[src/rtl/ds3idl_pkg.sv]
package ds3idl_pkg;

  // Overhead bit kinds as reported by the framer
  typedef enum logic [2:0] {
    OH_X = 3'd0,
    OH_P = 3'd1,
    OH_M = 3'd2,
    OH_F = 3'd3,
    OH_C = 3'd4
  } oh_kind_e;

  localparam int unsigned IDL_PERSIST  = 63;      // frames to declare or clear
  localparam int unsigned IDL_PAT_LEN  = 4;       // payload sequence length
  localparam logic [3:0]  IDL_PATTERN  = 4'b0011; // bit i = expected value at index i
  localparam int unsigned IDL_C_SF     = 3;       // subframe holding the checked C bits
  localparam int unsigned IDL_NUM_C    = 3;
  localparam int unsigned IDL_NUM_X    = 2;

endpackage

[src/rtl/ds3idl_pat_chk.sv]
// Payload sequence checker: tracks the index of the repeating idle pattern
// across overhead bits and gaps, and keeps a sticky mismatch flag per frame.
module ds3idl_pat_chk #(
  parameter int unsigned          PAT_LEN = 4,
  parameter logic [PAT_LEN-1:0]   PATTERN = 4'b0011
) (
  input  logic clk,
  input  logic rst_n,
  input  logic clr,
  input  logic pay_stb,
  input  logic din,
  input  logic restart,
  output logic frame_ok
);
  localparam int unsigned PH_W = (PAT_LEN > 1) ? $clog2(PAT_LEN) : 1;
  localparam logic [PH_W-1:0] PH_LAST = PH_W'(PAT_LEN - 1);

  logic [PH_W-1:0] ph_q, ph_d;
  logic            mis_q, mis_d;
  logic            bit_bad;
  logic            ph_en;

  always_comb begin
    bit_bad = pay_stb && (din != PATTERN[ph_q]);
    ph_en   = clr || restart || pay_stb;
    ph_d    = ph_q;
    if (clr || restart) begin
      ph_d = '0;
    end else if (pay_stb) begin
      ph_d = (ph_q == PH_LAST) ? '0 : ph_q + 1'b1;
    end
    if (clr || restart) begin
      mis_d = 1'b0;
    end else begin
      mis_d = mis_q | bit_bad;
    end
    frame_ok = !(mis_q || bit_bad);
  end

  always_ff @(posedge clk or negedge rst_n) begin
    if (!rst_n) begin
      ph_q  <= '0;
      mis_q <= 1'b0;
    end else begin
      if (ph_en) begin
        ph_q <= ph_d;
      end
      mis_q <= mis_d;
    end
  end

  AST_PH_RESTART: assert property (@(posedge clk) disable iff (!rst_n)
    restart |=> (ph_q == '0));
  AST_PH_HOLD: assert property (@(posedge clk) disable iff (!rst_n)
    (!pay_stb && !restart && !clr) |=> $stable(ph_q));
  AST_MIS_STICKY: assert property (@(posedge clk) disable iff (!rst_n)
    (mis_q && !restart && !clr) |=> mis_q);

endmodule

[src/rtl/ds3idl_slot_cnt.sv]
// Counts one class of overhead slot within a frame and records whether any
// occurrence carried the spoiling value. ok_now includes the current bit.
module ds3idl_slot_cnt #(
  parameter int unsigned NEED    = 3,
  parameter logic        BAD_VAL = 1'b1
) (
  input  logic clk,
  input  logic rst_n,
  input  logic clr,
  input  logic hit,
  input  logic din,
  input  logic restart,
  output logic ok_now
);
  localparam int unsigned CMAX = NEED + 1;
  localparam int unsigned CW   = $clog2(CMAX + 1);
  localparam logic [CW-1:0] CNT_SAT  = CW'(CMAX);
  localparam logic [CW-1:0] CNT_NEED = CW'(NEED);

  logic [CW-1:0] cnt_q, cnt_d, cnt_now;
  logic          bad_q, bad_d, bad_now;

  always_comb begin
    cnt_now = cnt_q;
    if (hit && (cnt_q != CNT_SAT)) begin
      cnt_now = cnt_q + 1'b1;
    end
    bad_now = bad_q || (hit && (din == BAD_VAL));
    if (clr || restart) begin
      cnt_d = '0;
      bad_d = 1'b0;
    end else begin
      cnt_d = cnt_now;
      bad_d = bad_now;
    end
    ok_now = (cnt_now == CNT_NEED) && !bad_now;
  end

  always_ff @(posedge clk or negedge rst_n) begin
    if (!rst_n) begin
      cnt_q <= '0;
      bad_q <= 1'b0;
    end else begin
      cnt_q <= cnt_d;
      bad_q <= bad_d;
    end
  end

  AST_SLOT_SAT: assert property (@(posedge clk) disable iff (!rst_n)
    cnt_q <= CNT_SAT);
  AST_SLOT_RESTART: assert property (@(posedge clk) disable iff (!rst_n)
    (restart || clr) |=> (cnt_q == '0) && !bad_q);
  AST_SLOT_BADKEEP: assert property (@(posedge clk) disable iff (!rst_n)
    (bad_q && !restart && !clr) |=> bad_q);

endmodule

[src/rtl/ds3idl_persist.sv]
// Persistence integrator: flips the idle status after PERSIST consecutive
// frame verdicts that disagree with it; an agreeing verdict restarts the run.
module ds3idl_persist #(
  parameter int unsigned PERSIST = 63
) (
  input  logic clk,
  input  logic rst_n,
  input  logic clr,
  input  logic vld,
  input  logic verd,
  output logic idle,
  output logic idle_chg
);
  localparam int unsigned CNT_W = (PERSIST > 1) ? $clog2(PERSIST) : 1;
  localparam logic [CNT_W-1:0] CNT_LAST = CNT_W'(PERSIST - 1);

  logic [CNT_W-1:0] cnt_q, cnt_d;
  logic             idle_q, idle_d;
  logic             chg_q, chg_d;

  always_comb begin
    cnt_d  = cnt_q;
    idle_d = idle_q;
    chg_d  = 1'b0;
    if (clr) begin
      cnt_d = '0;
    end else if (vld) begin
      if (verd != idle_q) begin
        if (cnt_q == CNT_LAST) begin
          cnt_d  = '0;
          idle_d = !idle_q;
          chg_d  = 1'b1;
        end else begin
          cnt_d = cnt_q + 1'b1;
        end
      end else begin
        cnt_d = '0;
      end
    end
  end

  always_ff @(posedge clk or negedge rst_n) begin
    if (!rst_n) begin
      cnt_q  <= '0;
      idle_q <= 1'b0;
      chg_q  <= 1'b0;
    end else begin
      cnt_q  <= cnt_d;
      idle_q <= idle_d;
      chg_q  <= chg_d;
    end
  end

  assign idle     = idle_q;
  assign idle_chg = chg_q;

  AST_RISE_RUN: assert property (@(posedge clk) disable iff (!rst_n)
    $rose(idle_q) |-> ($past(cnt_q) == CNT_LAST));
  AST_FALL_RUN: assert property (@(posedge clk) disable iff (!rst_n)
    $fell(idle_q) |-> ($past(cnt_q) == CNT_LAST));
  AST_AGREE_RESTART: assert property (@(posedge clk) disable iff (!rst_n)
    (vld && (verd == idle_q) && !clr) |=> (cnt_q == '0));
  AST_LOF_CLEAR: assert property (@(posedge clk) disable iff (!rst_n)
    clr |=> (cnt_q == '0) && $stable(idle_q));
  AST_CHG_FLIP: assert property (@(posedge clk) disable iff (!rst_n)
    chg_q |-> (idle_q != $past(idle_q)));
  AST_NOCHG_STABLE: assert property (@(posedge clk) disable iff (!rst_n)
    !chg_q |-> $stable(idle_q));

endmodule

[src/rtl/ds3idl_det.sv]
module ds3idl_det
  import ds3idl_pkg::*;
#(
  parameter int unsigned PERSIST = IDL_PERSIST,
  parameter int unsigned PAT_LEN = IDL_PAT_LEN,
  parameter logic [PAT_LEN-1:0] PATTERN = IDL_PATTERN,
  parameter int unsigned C_SF    = IDL_C_SF,
  parameter int unsigned NUM_C   = IDL_NUM_C,
  parameter int unsigned NUM_X   = IDL_NUM_X
) (
  input  logic       clk,
  input  logic       rst_n,
  input  logic       lof,
  input  logic       din,
  input  logic       pay_stb,
  input  logic       oh_stb,
  input  logic [2:0] oh_kind,
  input  logic [2:0] sf_num,
  input  logic       mf_end,
  output logic       idle,
  output logic       idle_chg
);
  localparam logic [2:0] C_SF_CODE = 3'(C_SF);

  // Asynchronous assert, synchronous release
  logic [1:0] rst_pipe;
  logic       rst_s;

  always_ff @(posedge clk or negedge rst_n) begin
    if (!rst_n) begin
      rst_pipe <= 2'b00;
    end else begin
      rst_pipe <= {rst_pipe[0], 1'b1};
    end
  end
  assign rst_s = rst_pipe[1];

  // Qualified strobes: nothing counts while framing is lost
  logic pay_q_stb, c_hit, x_hit, end_stb;
  always_comb begin
    pay_q_stb = pay_stb && !lof;
    c_hit     = oh_stb && !lof && (oh_kind == OH_C) && (sf_num == C_SF_CODE);
    x_hit     = oh_stb && !lof && (oh_kind == OH_X);
    end_stb   = mf_end && !lof;
  end

  logic pat_ok, c_ok, x_ok;

  ds3idl_pat_chk #(.PAT_LEN(PAT_LEN), .PATTERN(PATTERN)) u_pat (
    .clk(clk), .rst_n(rst_s), .clr(lof), .pay_stb(pay_q_stb), .din(din),
    .restart(end_stb), .frame_ok(pat_ok)
  );

  ds3idl_slot_cnt #(.NEED(NUM_C), .BAD_VAL(1'b1)) u_cslot (
    .clk(clk), .rst_n(rst_s), .clr(lof), .hit(c_hit), .din(din),
    .restart(end_stb), .ok_now(c_ok)
  );

  ds3idl_slot_cnt #(.NEED(NUM_X), .BAD_VAL(1'b0)) u_xslot (
    .clk(clk), .rst_n(rst_s), .clr(lof), .hit(x_hit), .din(din),
    .restart(end_stb), .ok_now(x_ok)
  );

  // Frame verdict register
  logic verd_vld_q, verd_vld_d;
  logic verd_q, verd_d, verd_en;

  always_comb begin
    verd_vld_d = end_stb;
    verd_en    = end_stb;
    verd_d     = pat_ok && c_ok && x_ok;
  end

  always_ff @(posedge clk or negedge rst_s) begin
    if (!rst_s) begin
      verd_vld_q <= 1'b0;
      verd_q     <= 1'b0;
    end else begin
      verd_vld_q <= verd_vld_d;
      if (verd_en) begin
        verd_q <= verd_d;
      end
    end
  end

  ds3idl_persist #(.PERSIST(PERSIST)) u_pers (
    .clk(clk), .rst_n(rst_s), .clr(lof), .vld(verd_vld_q), .verd(verd_q),
    .idle(idle), .idle_chg(idle_chg)
  );

  AST_LOF_NOVERD: assert property (@(posedge clk) disable iff (!rst_s)
    lof |=> !verd_vld_q);
  AST_VERD_AFTER_END: assert property (@(posedge clk) disable iff (!rst_s)
    verd_vld_q |-> $past(mf_end));

endmodule

[config.mk]
export PLATFORM = sky130hd
export DESIGN_NAME = ds3idl_det
export DESIGN_NICKNAME = d
export VERILOG_FILES = /design/src/rtl/ds3idl_pkg.sv /design/src/rtl/ds3idl_pat_chk.sv /design/src/rtl/ds3idl_slot_cnt.sv /design/src/rtl/ds3idl_persist.sv /design/src/rtl/ds3idl_det.sv
export SDC_FILE = /design/constraint.sdc
export NUM_CORES = 1
export LEC_CHECK = 0
export ABC_AREA = 1
export ABC_CLOCK_PERIOD_IN_PS = 800
export BUFFER_PORTS_ARGS = -buffer_cell sky130_fd_sc_hd__buf_4
export CORE_ASPECT_RATIO = 1.2
export CORE_MARGIN = 2
export CORE_UTILIZATION = 25
export DETAILED_ROUTE_END_ITERATION = 8
export PLACE_DENSITY_LB_ADDON = 0.2
export SLEW_MARGIN = 20
export SYNTH_ARGS = -nofsm -noshare
export SYNTH_HDL_FRONTEND = slang
export SYNTH_SLANG_ARGS = --single-unit
[constraint.sdc]
create_clock -name clk -period 0.8 [get_ports clk]
set_input_delay 0.08 -clock clk [delete_from_list [all_inputs] [get_ports clk]]
set_output_delay 0.08 -clock clk [all_outputs]
set_load 0.01 [all_outputs]
# [Word level (Yosys, flattened, before mapping)]
# Index checks and enable logic that the tools add are counted.
[totals] register_bits=22 in_bits=13
[op_classes] order_cmp=1 n_addsub=4 muxes=20 bitwise_logic=3 n_eq_ne=10 n_reduce_logical=30
[ops] op="6-bit two-way mux" count=4
[ops] op="1-bit logical AND" count=15
[ops] op="2-bit two-way mux" count=5
[ops] op="1-bit two-way mux" count=8
[ops] op="6-bit by 1-bit adder with 6-bit output (second input constant)" count=1
[ops] op="3-bit by 2-bit == test with 1-bit output (second input constant)" count=2
[ops] op="6-bit == test (second input constant)" count=1
[ops] op="3-bit two-way mux" count=2
[ops] op="1-bit logical NOT" count=5
[ops] op="1-bit logical OR" count=5
[ops] op="2-bit by 1-bit adder with 2-bit output (second input constant)" count=2
[ops] op="2-bit == test (second input constant)" count=2
[ops] op="4-bit AND reduction" count=1
[ops] op="2-bit nonzero test" count=2
[ops] op="3-bit by 1-bit adder with 3-bit output (second input constant)" count=1
[ops] op="3-bit == test (second input constant)" count=1
[ops] op="3-bit logical NOT" count=1
[ops] op="2-bit by 3-bit less-than comparator with 1-bit output (second input constant)" count=1
[ops] op="3-bit inequality test (second input constant)" count=1
[ops] op="1-bit binary-select mux with 2-bit select" count=1
[ops] op="1-bit inequality test" count=2
[ops] op="2-bit inequality test (second input constant)" count=1
[ops] op="1-bit inverter" count=2
[ops] op="2-bit AND reduction" count=1
[ops] op="1-bit OR" count=1

# [Longest topological paths before layout]
# Gate-level depths: netlist (run 1).
[depth] depth_word=10 mapped_depth=10 depth_no_buf=10

# [By module]
# A second synthesis (run 1) with hierarchy kept.
[unflattened] cells_unflattened=161 hier_area_um2=1221.2
[modules_own_cells] mod="ds3idl_persist" cells_each=62 n_inst=1 seq_area_each_um2=200.2 area_each_um2=456.7
[modules_own_cells] mod="ds3idl_slot_cnt at u_cslot" cells_each=32 n_inst=1 seq_area_each_um2=100.1 area_each_um2=245.2
[modules_own_cells] mod="ds3idl_det" cells_each=25 n_inst=1 seq_area_each_um2=100.1 area_each_um2=181.4
[modules_own_cells] mod="ds3idl_pat_chk" cells_each=21 n_inst=1 seq_area_each_um2=75.1 area_each_um2=171.4
[modules_own_cells] mod="ds3idl_slot_cnt at u_xslot" cells_each=21 n_inst=1 seq_area_each_um2=75.1 area_each_um2=166.4

# [Least setup slack after synthesis (run 1)]
# Ideal clock, no wire load.
[synth_path] path_kind="reg-to-reg" from="register u_cslot.cnt_q[0]" to="register verd_q" stages_incl_launch_ff=11 path_slack_ns=-0.384 required_ns=0.684 arrival_ns=1.068 path_cell_list="dfrtp_1 inv_1 ha_1 nand2_1 nand3_2 nand2_1 nand2_1 nand2_1 nor2_1 nand2_1 nand2_1"
[synth_via] elab_chain_len=7 elab_cells_between_ends=8 cone_classes="add/sub (1); eq/ne (2); mux (1); reduce/logical (4)"
[synth_lines] item="start, declared" line="ds3idl_slot_cnt.sv:20" source="logic [CW-1:0] cnt_q, cnt_d, cnt_now;"
[synth_lines] item="start signal, assigned" line="ds3idl_slot_cnt.sv:44" source="cnt_q <= cnt_d;"
[synth_lines] item="parallel branches: the longest is 2 deep, another holds 3-bit by 1-bit adder with 3-bit output"
[synth_lines] item="3-bit two-way mux (*)" line="ds3idl_slot_cnt.sv:25" source="if (hit && (cnt_q != CNT_SAT)) begin"
[synth_lines] item="3-bit by 2-bit == test with 1-bit output (*)" line="ds3idl_slot_cnt.sv:36" source="ok_now = (cnt_now == CNT_NEED) && !bad_now;"
[synth_lines] item="1-bit logical AND (*)" line="ds3idl_slot_cnt.sv:36"
[synth_lines] item="1-bit logical AND (*) (2 in series)" line="ds3idl_det.sv:71" source="verd_d = pat_ok && c_ok && x_ok;"
[synth_lines] item="end signal, assigned" line="ds3idl_det.sv:81" source="verd_q <= verd_d;"
[synth_lines] item="end, declared" line="ds3idl_det.sv:66" source="logic verd_q, verd_d, verd_en;"
# Every way passes the cells marked *.
# A chain may end at the register's enable or synchronous reset.

# [Worst setup path in the final report (run 1)]
# Same ends and word-level chain as after synthesis.

==> impl_metrics.yaml, run 1 <==
placement:
  dpl_cell_area_mm2: 0.00160
  pre_cts_ws_ns: -0.455
  port_buffers: 14
  dp_hpwl_mm: 1.96
  gp_congestion: 0.788
timing:
  slew_violations: 0
  fmax_mhz: 805
  fin_skew_ns: 0.00117
  setup_slack_ns: -0.442
  fin_crit_sh_pct: 155
  rsz0062_at_grt: "yes"
  finalCriticalPeriod_ns: 1.24
  hold_viol_final: 0
  setup_viol: 19
die:
  start_util_pct: 25.7
  dieHeight_um: 79.1
  rows: 27
  io_pins: 15
  die_w_um: 66.5
  dieArea_mm2: 0.00526
  core_region_area_mm2: 0.00456
drt:
  drc: 0
  drtIter0Drc: 17
  num_vias: 1084
  drt-wirelength-per-cell_um: 10.5
  drt-vias-per-instance: 4.30
  ant_nets: 0
  wirelength_mm: 2.65
  firstDrtPassIters: 4
global_routing:
  grt_pass1_wl_mm: 4.57
  grt.total_usage_pct: 11.2
  grt_pass1_vias: 1106
  grt_max_degree: 21
  antenna_found_initial: 0
  grt-ovfl-total: 0
clock_tree:
  clockRootBuffer: "clkbuf_8"
  clock_path_buffers: 2
  cts_tree: "built"
  cts_sinks: 22
  path_clk_slew_ns: 0.08
  htreeDepth: 1
  cts_buffers: 3
  insertion_delay_ns: 0.26
synth:
  synth.distinct_cells: 19
  synthTopCellsByArea: "dfrtp_1 (47%), nand2_1 (12%), inv_1 (6.7%)"
  synth_top_area_cell: "dfrtp_1"
  syn-num-nets: 162
  yosysWarnings: 0
  synth-seq-cells: 22
  syn_area_per_cell_um2: 8.21
  syn_inst: 143
  synth_top_cell_area_share_pct: 46.9
  syn_area_mm2: 0.00117
  synth-seq-area-share_pct: 46.9
setup_path:
  required_ns: 1.00
  cp_max_fo: 4
  critical_path.endpoint_type: "flip-flop"
  cp.arrival_ns: 1.45
  critPathKind: "reg -> reg"
  reg2reg_setup_slack_ns: -0.44
  cp-start-kind: "flip-flop"
power:
  leakage_nw: 0.894
  irDropWorstVdd_mv: 0.680
  power_density_mw_per_mm2: 1190
cells_and_area:
  syn2layout_area_growth_pct: 54.7
  nFillCells: 480
  nets: 214
  layout-drive-gt1-share_pct: 43.3
  final_area_mm2: 0.00182
  layout_common_cells: "buf_4 (40), nand2_1 (32), dfrtp_1 (22)"
  final_common_cell: "buf_4"
  n_antenna_cell: 0
hold_path:
  hp-class: "in -> async"
status:
  status: "complete, but fails checks"
  violations: "setup timing"
job:
  cap_violations: 0
-- layer usage --
metal | routed length, um | global-route usage, % | up-vias | share of wire (%)
li1 | - | - | 555 | -
met1 | 1080 | 11.6 | 515 | 41
met2 | 1490 | 21.8 | 9 | 56
met3 | 47 | 1.70 | 5 | 1.8
met4 | 39 | 4.29 | 0 | 1.5
met5 | 0 | 0 | - | 0
-- worst paths after layout --
| path | start | end | cells past startpoint |
|---|---|---|---|
| setup / recovery | u_cslot.cnt_q[0] | verd_q | 10 |
| hold / removal | rst_n | rst_pipe[0] | 2 |
| setup reg to reg | u_cslot.cnt_q[0] | verd_q | 10 |
| hold reg to reg | rst_pipe[1] | u_pat.ph_q[0] | 1 |
| max in group asynchronous | rst_pipe[1] | u_pers.cnt_q[0] | 1 |
| min in group clk | oh_kind[0] | u_xslot.bad_q | 4 |
-- final cells by class --
type / instances / area [um^2] / area share, %
well taps: 58 / 72.6 / 4.00
inverters: 23 / 90.1 / 4.96
flip-flops and latches: 22 / 551 / 30.3
clock buffers: 4 / 55.1 / 3.03
repair buffers: 47 / 395 / 21.8
multi-input cells: 98 / 652 / 35.9
-- flip-flops by register name (all words and copies together) (netlist names) --
signal,count
verd_vld_q,1
u_pers.idle_chg,1
u_xslot.cnt_q,2
rst_pipe,2
u_pers.idle,1
u_pat.ph_q,2
u_pers.cnt_q,6
verd_q,1
u_xslot.bad_q,1
u_pat.mis_q,1
u_cslot.bad_q,1
u_cslot.cnt_q,3
-- power breakdown --
part | internal, W | switching [W]
logic | 0.000116 | 0.000116
clock network | 0.000438 | 0.000351
registers | 0.00112 | 0.00000919
-- repair_timing --
item,4_1_cts,5_1_grt
buffers inserted,3,5
hold buffers,1,0
endpoints found under the setup margin,19,19
pin swaps,9,8
resized for setup,20,11
endpoints found under the hold margin,2,0
-- cells by family after synthesis --
kind of cell	Yosys count	synth area share [%]
and+or+nand+nor	70	28.0
buffers and inverters	23	7.36
DFF	22	46.9
AOI/OAI and AO/OA	16	7.25
adders and majority gates	6	6.40
xor gates and xnor gates	5	3.73
other	1	0.320
-- Yosys cell counts --
cell type / n
nand4_1: 9
a21oi_1: 9
xor2_1: 3
o211a_1: 1
nor2_1: 16
dfrtp_1: 22
xnor2_1: 2
conb_1: 1
inv_2: 1
clkinv_1: 1
nand2_4: 1
nand3_1: 5
nand2_1: 36
nor2_8: 1
o21ai_0: 6
ha_1: 6
nand3_2: 1
nor2_4: 1
inv_1: 21
-- per-stage QoR --
| stage | utilization (%) | power (W) | hold WS [ns] | TNS [ns] | std cells |
|---|---|---|---|---|---|
| floorplan | - | 0.00124 | -0.216 | -3.27 | 143 |
| global placement | 35.2 | 0.00137 | -0.138 | -5.08 | 240 |
| detailed placement | 35.2 | 0.00137 | -0.137 | -5.65 | 240 |
| CTS | 38.4 | 0.00218 | 0.115 | -5.68 | 248 |
| global route | 39.8 | 0.00227 | 0.127 | -6.67 | 252 |
| finish | 39.8 | 0.00215 | 0.119 | -5.45 | 252 |
-- worst max-delay path: stages (launching register included) --
cell and delay, ns:
dfrtp_1 0.41, inv_2 0.09, ha_4 0.12, nand2_2 0.07, nand3_2 0.10, nand2_1 0.08, nand2_1 0.06, nand2_1 0.05
nor2_1 0.10, nand2_1 0.06, nand2_1 0.05
Power figures use the tool's default switching activity.
==> run 2: changes to the inputs <==
PLACE_DENSITY = 0.48   (was default)
PLACE_DENSITY_LB_ADDON = default   (was 0.2)
==> impl_metrics.yaml, run 2 (synthesis gave the netlist of run 1 again) <==
clock_tree:
  clock_path_buffers: 2
  cts_buffers: 3
  cts_sinks: 22
  htreeDepth: 1
  clockRootBuffer: "clkbuf_8"
  insertion_delay_ns: 0.25
  path_clk_slew_ns: 0.07
  cts_tree: "built"
die:
  start_util_pct: 25.7
  io_pins: 15
  die_w_um: 66.5
  rows: 27
  dieArea_mm2: 0.00526
  dieHeight_um: 79.1
  core_region_area_mm2: 0.00456
setup_path:
  reg2reg_setup_slack_ns: -0.45
  slowest_delay_ns: 0.40
  cp.arrival_ns: 1.44
  required_ns: 0.99
  critPathKind: "reg -> reg"
  reg2regPathDepth: 9
  cp_top_family: "simple AND/OR/NAND/NOR gates"
  worstSetupStartpoint: "u_cslot.cnt_q[0]"
  critPathCapture: "verd_q"
  r2r_end: "verd_q"
  cp.depth: 9
  cpMaxStageDelayCell: "dfrtp_1"
  rr_startpoint: "u_cslot.cnt_q[0]"
  cp_max_fo: 4
  path_common_cell: "nand2_1"
  critPathBufInv: 1
  crit_chain: "inv_2, ha_4, nand2_4, nand4_1, nand2_1, nand2_1, nor2_1, nand2_1, nand2_1"
  critical_path.endpoint_type: "flip-flop"
  cp-start-kind: "flip-flop"
timing:
  rsz0062_at_grt: "yes"
  fmax_mhz: 802
  tns_ns: -5.36
  slew_violations: 0
  hold_viol_final: 0
  setup_viol: 19
  setup_slack_ns: -0.447
  fin_skew_ns: 0.00471
  fin_crit_sh_pct: 156
  finalCriticalPeriod_ns: 1.25
cells_and_area:
  reg_top3: "u_pers.cnt_q (6), u_cslot.cnt_q (3)"
  n_antenna_cell: 0
  layout_common_cells: "buf_4 (38), nand2_1 (31), dfrtp_1 (22)"
  layout-drive-gt1-share_pct: 42.7
  nets: 213
  final_common_cell: "buf_4"
  regMostFlops: "u_pers.cnt_q"
  largest_reg_flops: 6
  syn2layout_area_growth_pct: 54.9
  fin_cells: 250
job:
  cap_violations: 0
power:
  power_density_mw_per_mm2: 1110
  leakage_nw: 0.888
  irDropWorstVdd_mv: 0.746
  power_w: 0.00202
placement:
  port_buffers: 14
  gp_congestion: 0.734
  dp_hpwl_mm: 1.99
  post-place-cells: 241
status:
  violations: "setup timing"
  status: "complete, but fails checks"
drt:
  wirelength_mm: 2.59
  drtIter0Drc: 14
  firstDrtPassIters: 4
  drt-vias-per-instance: 4.27
  num_vias: 1067
  drc: 0
  ant_nets: 0
  drt-wirelength-per-cell_um: 10.4
global_routing:
  grt_pass1_wl_mm: 4.49
  antenna_found_initial: 0
  grt_max_degree: 21
  grt.total_usage_pct: 11.2
  grt_pass1_vias: 1083
  grt-ovfl-total: 0
hold_path:
  hp-class: "in -> async"
## run 2: layout make-up
type / count / area [um^2]
Sequential cell: 22 / 551
Fill cell: 475 / 2740
Clock buffer: 3 / 41.3
Inverter: 23 / 88.8
Multi-Input combinational cell: 98 / 673
Timing Repair Buffer: 46 / 392
Tap cell: 58 / 72.6
## run 2: power breakdown
group          switching (W)  total, W  internal [W]
clock network       0.000315  0.000650      0.000335
logic               0.000115  0.000234      0.000119
registers         0.00000932   0.00113       0.00112
total               0.000439   0.00202       0.00158
## run 2: layer usage
metal  track usage, %  vias up  part of all wire, %
met4             4.29        0                 0.54
met5                0        -                    0
met1             12.0      505                   41
met2             21.5       10                   56
li1                 -      550                    -
met3             1.70        2                  1.9
## run 2: what timing repair did
action | CTS | global route
pin swaps | 12 | 11
endpoints found under the hold margin | 2 | 0
cloned | 0 | 0
resized for setup | 29 | 6
setup buffers | 4 | 2
hold buffers | 1 | 0
setup endpoints to repair | 19 | 19
## run 2: metrics by stage
stage / utilization (%) / area (um^2) / hold slack, ns / worst slack (ns)
floorplan: - / 1210 / -0.216 / -0.319
global placement: 35.3 / 1610 / -0.137 / -0.409
detailed placement: 35.3 / 1610 / -0.136 / -0.462
CTS: 39.3 / 1790 / 0.116 / -0.453
global route: 39.9 / 1820 / 0.125 / -0.561
finish: 39.9 / 1820 / 0.125 / -0.447
## run 2: how the worst min path moves through the flow
stage                      from           to  slack [ns]  depth (start not counted)
after CTS                 rst_n  rst_pipe[0]        0.12                          2
after global routing      rst_n  rst_pipe[0]        0.13                          2
after floorplan           rst_n  rst_pipe[0]       -0.22                          0
final                     rst_n  rst_pipe[1]        0.13                          2
after global placement    rst_n  rst_pipe[0]       -0.14                          1
after detailed placement  rst_n  rst_pipe[0]       -0.14                          1
